==> config.mk <==
export PLATFORM = sky130hd
export DESIGN_NAME = mac_cell_array
export DESIGN_NICKNAME = d
export VERILOG_FILES = /design/src/rtl/mca_pkg.sv /design/src/rtl/mca_coef_stage.sv /design/src/rtl/mca_mac.sv /design/src/rtl/mac_cell_array.sv
export SDC_FILE = /design/constraint.sdc
export NUM_CORES = 2
export LEC_CHECK = 0
export ABC_AREA = 1
export BUFFER_PORTS_ARGS = -buffer_cell sky130_fd_sc_hd__buf_4
export CORE_MARGIN = 2
export CORE_UTILIZATION = 55
export CTS_BUF_LIST = sky130_fd_sc_hd__clkbuf_16
export CTS_CLUSTER_SIZE = 8
export DETAILED_ROUTE_END_ITERATION = 7
export PLACE_DENSITY = 0.72
export SLEW_MARGIN = 20
export SYNTH_ARGS = -nofsm -noshare
export SYNTH_HDL_FRONTEND = slang
export SYNTH_HIERARCHICAL = 1
export SYNTH_SLANG_ARGS = --single-unit
==> constraint.sdc <==
create_clock -name clk -period 8.8 [get_ports clk]
set_input_delay 1.76 -clock clk [delete_from_list [all_inputs] [get_ports clk]]
set_output_delay 1.76 -clock clk [all_outputs]
set_load 0.02 [all_outputs]
==> src/rtl/mca_pkg.sv <==
package mca_pkg;

    // Operand interpretation for one multiply.
    typedef struct packed {
        logic coef_s;
        logic data_s;
    } sign_mode_t;

endpackage

==> src/rtl/mca_coef_stage.sv <==
module mca_coef_stage #(
    parameter int W       = 8,
    parameter int MAX_DEC = 3,
    localparam int SEL_W  = $clog2(MAX_DEC + 1)
) (
    input  logic             clk,
    input  logic             rst,
    input  logic [W-1:0]     cin,
    input  logic [SEL_W-1:0] sel,
    output logic [W-1:0]     first,
    output logic [W-1:0]     cout
);

    logic [MAX_DEC:0][W-1:0] pipe;

    always_ff @(posedge clk) begin
        pipe[0] <= rst ? '0 : cin;
    end

    for (genvar i = 1; i <= MAX_DEC; i++) begin : g_dly
        always_ff @(posedge clk) begin
            pipe[i] <= rst ? '0 : pipe[i-1];
        end
    end

    always_comb begin
        cout = pipe[MAX_DEC];
        for (int i = 0; i <= MAX_DEC; i++) begin
            if (sel == SEL_W'(i)) cout = pipe[i];
        end
    end

    assign first = pipe[0];

endmodule

==> src/rtl/mca_mac.sv <==
module mca_mac
    import mca_pkg::*;
#(
    parameter int W     = 8,
    parameter int ACC_W = 26,
    localparam int PW   = 2 * W + 2,
    localparam int EXT  = ACC_W - PW
) (
    input  logic             clk,
    input  logic             rst,
    input  logic [W-1:0]     coef,
    input  logic [W-1:0]     data,
    input  sign_mode_t       mode,
    input  logic             clr,
    output logic [ACC_W-1:0] acc
);

    logic signed [W:0]    op_c;
    logic signed [W:0]    op_d;
    logic signed [PW-1:0] prod;
    logic [ACC_W-1:0]     prod_ext;
    logic [ACC_W-1:0]     acc_q;

    assign op_c     = {mode.coef_s & coef[W-1], coef};
    assign op_d     = {mode.data_s & data[W-1], data};
    assign prod     = op_c * op_d;
    assign prod_ext = {{EXT{prod[PW-1]}}, prod};

    always_ff @(posedge clk) begin
        if (rst)      acc_q <= '0;
        else if (clr) acc_q <= prod_ext;
        else          acc_q <= acc_q + prod_ext;
    end

    assign acc = acc_q;

endmodule

==> src/rtl/mac_cell_array.sv <==
module mac_cell_array
    import mca_pkg::*;
#(
    parameter int NCELL   = 8,
    parameter int W       = 8,
    parameter int ACC_W   = 26,
    parameter int MAX_DEC = 3,
    localparam int SEL_W  = $clog2(MAX_DEC + 1)
) (
    input  logic                   clk,
    input  logic                   rst,
    input  logic [W-1:0]           data_in,
    input  logic                   data_en,
    input  logic [W-1:0]           coef_in,
    input  logic                   coef_en,
    input  logic                   coef_signed,
    input  logic                   data_signed,
    input  logic [SEL_W-1:0]       dec_sel,
    input  logic                   acc_clr,
    output logic [W-1:0]           coef_out,
    output logic                   coef_signed_out,
    output logic [NCELL*ACC_W-1:0] acc_out
);

    logic [W-1:0]            data_q;
    logic [NCELL-1:0][W-1:0] first_coef;
    logic [NCELL-1:0][W-1:0] stage_out;
    sign_mode_t              mode;

    assign mode.coef_s = coef_signed;
    assign mode.data_s = data_signed;

    always_ff @(posedge clk) begin
        if (rst)          data_q <= '0;
        else if (data_en) data_q <= data_in;
    end

    for (genvar k = 0; k < NCELL; k++) begin : g_cell
        logic [W-1:0] stage_in;

        if (k == 0) begin : g_head
            assign stage_in = coef_en ? coef_in : '0;
        end else begin : g_link
            assign stage_in = stage_out[k-1];
        end

        mca_coef_stage #(.W(W), .MAX_DEC(MAX_DEC)) u_stage (
            .clk   (clk),
            .rst   (rst),
            .cin   (stage_in),
            .sel   (dec_sel),
            .first (first_coef[k]),
            .cout  (stage_out[k])
        );

        mca_mac #(.W(W), .ACC_W(ACC_W)) u_mac (
            .clk  (clk),
            .rst  (rst),
            .coef (first_coef[k]),
            .data (data_q),
            .mode (mode),
            .clr  (acc_clr),
            .acc  (acc_out[k*ACC_W +: ACC_W])
        );
    end

    assign coef_out        = stage_out[NCELL-1];
    assign coef_signed_out = coef_signed;

endmodule

# Yosys cells after proc, flatten, opt, wreduce, memory -nomap -nowiden
# Cells that the tools add are included.
# totals
output_inout_bits	217
input_bits	25
word_cells	112
ff_bits	472
# op_classes
bitwise	10
add_sub_neg	8
mul	8
n_reduce_logical	2
mux	40
n_eq_ne	3
# op_table
operator	n
8-bit 2-to-1 mux	32
26-bit adder	8
26-bit 2-to-1 mux	8
9-bit by 9-bit multiplier with 18-bit output	8
1-bit bitwise AND	9
2-bit == test, second input constant	2
2-bit by 1-bit == test with 1-bit output, second input constant	1
2-bit logical NOT	1
2-bit OR reduction	1
1-bit inverter	1

# Depth between registers and ports, before layout
# depth
word_depth	5
depth_mapped	39
mapped_depth_nobuf	37

# Cells and area by module
# The synthesis kept the hierarchy.
# by_module_without_submodules
mod	area_per_inst_um2	seq_area_each_um2	cells_each	n_inst
mca_mac (g_cell[0].u_mac ...)	5820.6	520.5	852	2
mca_mac (g_cell[3].u_mac ...)	5763.0	520.5	847	2
mca_coef_stage	1323.8	640.6	186	8
mca_mac (g_cell[7].u_mac)	5860.6	520.5	862	1
mca_mac (g_cell[6].u_mac)	5834.3	520.5	856	1
mca_mac (g_cell[5].u_mac)	5803.1	520.5	852	1
mca_mac (g_cell[2].u_mac)	5758.0	520.5	842	1
mac_cell_array	414.1	160.2	69	1

# Least setup slack after synthesis
# OpenSTA, ideal clock, no wires.
# synth_timing
path_kind	input to register
from	in data_signed
to	reg g_cell[0].u_mac.acc_q[25]
path_slack_ps	1293
stages	30
n_path_buf	0
setup_ps	113
arrival_time_ps	7394
t_required_ps	8687
cell_sequence	nand2_1 or2_2 fa_1 fa_1 inv_1 fa_1 fa_1 inv_1 fa_1 inv_1 ha_1 a21oi_2 nand2_1 and3_1 nor2_1 inv_1 nand2_1 nand2_1 inv_1 ha_1 nand2_1 nor2_1 and2_1 and2_1 nand2_1 nand3_1 nand2_1 nand3_2 nor2_1 nor2_1
# synth_between
elab_chain_cells	4
# synth_lines
element	line_no	source
start: declaration	mac_cell_array.sv:17	input logic data_signed,
1-bit bitwise AND (*)	mca_mac.sv:25	assign op_d = {mode.data_s & data[W-1], data};
9-bit by 9-bit multiplier with 18-bit output (*)	mca_mac.sv:26	assign prod = op_c * op_d;
26-bit adder	mca_mac.sv:32	else acc_q <= acc_q + prod_ext;
26-bit 2-to-1 mux (*)	mca_mac.sv:31	else if (clr) acc_q <= prod_ext;
end signal: assignment	mca_mac.sv:31	
end signal: assignment	mca_mac.sv:32	
end: declaration	mca_mac.sv:22	logic [ACC_W-1:0] acc_q;
# Every way passes the cells marked *; elsewhere a longest branch is shown, timed or not.
# A chain may end at the register's enable or synchronous reset.

# Worst setup path in the final report
# layout_timing
from	in coef_signed
to	reg g_cell[1].u_mac.acc_q[25]
# layout_between
elab_chain_cells	4
# layout_lines
element	line_no	source
start: declaration	mac_cell_array.sv:16	input logic coef_signed,
1-bit bitwise AND (*)	mca_mac.sv:24	assign op_c = {mode.coef_s & coef[W-1], coef};
9-bit by 9-bit multiplier with 18-bit output (*)	mca_mac.sv:26	
26-bit adder	mca_mac.sv:32	
26-bit 2-to-1 mux (*)	mca_mac.sv:31	
end signal: assignment	mca_mac.sv:31	
end signal: assignment	mca_mac.sv:32	
end: declaration	mca_mac.sv:22	
# Marks and branches as above.

==> impl_metrics.py <==
metrics = {
    "min_path": {
        "holdCritPathClass": "register to register",
    },
    "grt": {
        "grt_pass1_wl_um": 247000,
        "grt_start_max_net_pins": 160,
        "grt_pass1_vias": 50269,
        "grtUsageTotal_pct": 28.0,
        "antenna_found_initial": 0,
        "grt.overflow.total": 0,
    },
    "synthesis": {
        "synth_top_area_share_pct": 19.8,
        "synth-edff-count": 0,
        "avgSynthCellArea_um2": 6.86,
        "yosys-top-cells-area": "fa_1 20%, dfxtp_1 16%, nand2_1 13%",
        "yosys_register_bits": 472,
        "ys_types": 44,
        "yosys_most_used_dff": "dfxtp_1",
        "yosysSeqAreaShare_pct": 16.5,
        "synthCells": 8367,
        "synth_area_leader_cell": "fa_1",
        "syn-num-nets": 9488,
        "synth.most_common_cell": "nand2_1",
        "yosys_warnings": 6,
        "synthesis.area_um2": 57400,
        "yosys-top-cells-count": "2018 x nand2_1, 1929 x inv_1, 749 x nor2_1",
        "async_reset_ff_share_pct": 0,
    },
    "floorplanning": {
        "fp-row-count": 118,
        "start_util_pct": 55.5,
        "io-pin-count": 242,
        "die_x_um": 327,
        "die_h_um": 327,
        "dieArea_um2": 107000,
        "core-area_um2": 103000,
    },
    "placement": {
        "place_congestion": 0.958,
        "dpl_cell_area_um2": 59500,
        "place_ws_ns": 0.300,
        "dpl.hpwl_um": 116000,
        "portBuffers": 241,
    },
    "flow_run": {
        "max-cap-violations": 0,
    },
    "clock_network": {
        "cts_resized": 0,
        "clock_sink_count": 472,
        "clockBufferDepth": 3,
        "cts_root_buf": "clkbuf_16",
        "ctsHoldBuffers": 0,
        "htreeDepth": 3,
        "clock_latency_ns": 0.65,
        "cts_setup_buffers": 0,
        "cts-buffers-inserted": 71,
        "cts_tree": "done",
        "clk_pin_slew_ns": 0.07,
    },
    "power_and_ir_drop": {
        "cellPowerDensity_nw_per_um2": 100,
        "leakage_nw": 35.8,
        "ir_drop_mv": 0.122,
    },
    "worst_setup_path": {
        "path_max_fanout": 10,
        "slowest_stage": "fa_1",
        "crit_path_max_incr_delay_ns": 0.57,
        "required_ns": 9.33,
        "arrival_ns": 8.40,
        "crit_type": "input port to register",
        "path_common_cell": "nand2_1",
        "start_kind": "input port",
        "cp-end-kind": "register",
    },
    "routing": {
        "drt_iter0_drc": 3374,
        "drc": 0,
        "vias_per_cell": 5.17,
        "ant_nets": 0,
        "wire_per_inst_um": 15.2,
        "dr.pass1.iters": 7,
        "vias": 50736,
        "postRouteWirelength_um": 150000,
    },
    "timing": {
        "worst_slack_ns": 0.932,
        "setup_viol": 0,
        "worst_slew_pin_slew_ns": 1.09,
        "setup_tns_ns": 0,
        "rsz0062_at_grt": "false",
        "hold_violations": 0,
        "whs_ns": 0.404,
        "post-route-period-util_pct": 89.4,
        "min_period_ns": 7.87,
        "fmax_mhz": 127,
        "timing.slew.headroom_pct": 27.1,
        "skew_ns": 0.0364,
        "report.final.slew_viol_count": 0,
    },
    "finish": {
        "fin_area_um2": 61500,
        "antenna_cells": 0,
        "fin_util_pct": 59.4,
        "finalNetCount": 9533,
        "area_delta_synth_final_pct": 7.06,
        "drive_gt1_share_pct": 6.77,
    },
    "outcome": {
        "status": "completed",
    },
}
[state kept, by name, indices dropped and copies added, names as in the netlist]
signal,flops
data_q,8
g_cell.u_mac/acc,208
g_cell.u_stage/first,64
g_cell.u_stage/pipe,192
[report_power, final]
group / switching, mW / internal (mW)
Sequential: 0.113 / 2.22
Combinational: 0.841 / 0.454
Clock: 1.07 / 1.47
[metrics by stage]
step	instances	total power, mW
after floorplan	8367	3.26
after global placement	9719	3.64
final	9813	6.17
after global routing	9813	6.47
after CTS	9813	6.24
after detailed placement	9719	3.65
[cell type report]
type / instances / area (um2)
Timing Repair Buffer: 272 / 2110
Clock inverter: 21 / 145
Fill cell: 9850 / 42000
Multi-Input combinational cell: 5640 / 38900
Clock buffer: 73 / 1830
Sequential cell: 472 / 9470
Tap cell: 1380 / 1730
Inverter: 1955 / 7340
[critical path: cells and delay by family]
kind	cells	cell delay, ns
adder cells (fa/ha/maj)	7	3.31
AND/OR/NAND/NOR	17	1.89
buffers and inverters	7	1.13
AO/OA/AOI/OAI	2	0.28
[layer usage]
layer	GRT usage (%)	wire, um	part of all wire, %	vias to the layer above
met5	0	0	0	-
met4	8.46	3970	2.7	0
met3	3.36	7360	4.9	230
met2	49.8	73500	49	1302
met1	35.6	64800	43	23943
li1	-	-	-	25261
[worst paths after layout]
path	slack, ns	startpoint	endpoint	cells after the start
min	0.40	g_cell[4].u_stage/pipe[11]	g_cell[4].u_stage/pipe[19]	2
max	0.93	coef_signed	g_cell[1].u_mac/acc[25]	33
min reg2reg	0.40	g_cell[4].u_stage/pipe[11]	g_cell[4].u_stage/pipe[19]	2
max reg2reg	1.62	data_q[7]	g_cell[3].u_mac/acc[25]	32
[cell families (layout without fill, tap and decap cells)]
kind of cell    count (synthesis)  in the layout  share of synthesized area, %
buf+inv                      2255           2321                          15.9
flops                         472            472                          16.5
simple gates                 3647           3647                          26.9
compound gates                728            728                          6.86
fa+ha+maj                    1096           1096                          31.3
xor+xnor                      169            169                          2.58
[placed cells by master (no fill, tap or decap), types with 7 or more instances in the layout]
master	netlist	final
or2_2	18	18
nor2_2	47	47
nor3_1	18	18
buf_4	73	266
nand3_2	37	37
inv_2	25	25
o211ai_1	15	15
a21boi_0	12	12
o21bai_1	48	48
nor2_4	13	13
nor3_2	12	12
nand2_2	44	44
a21oi_2	10	10
inv_1	1929	1938
o21ai_1	24	24
fa_1	568	568
xor2_1	123	123
dfxtp_1	472	464
ha_1	528	528
nand4_1	106	106
nand3b_1	12	12
a21o_1	14	14
a21oi_1	387	387
clkbuf_16	0	73
or2_1	7	7
or2_0	8	8
nand3_1	534	534
o21ai_0	206	206
and2_1	16	16
nand2_1	2018	2018
xnor2_1	46	46
nor2_1	749	749
No activity file was read; power rests on OpenSTA's default activity.
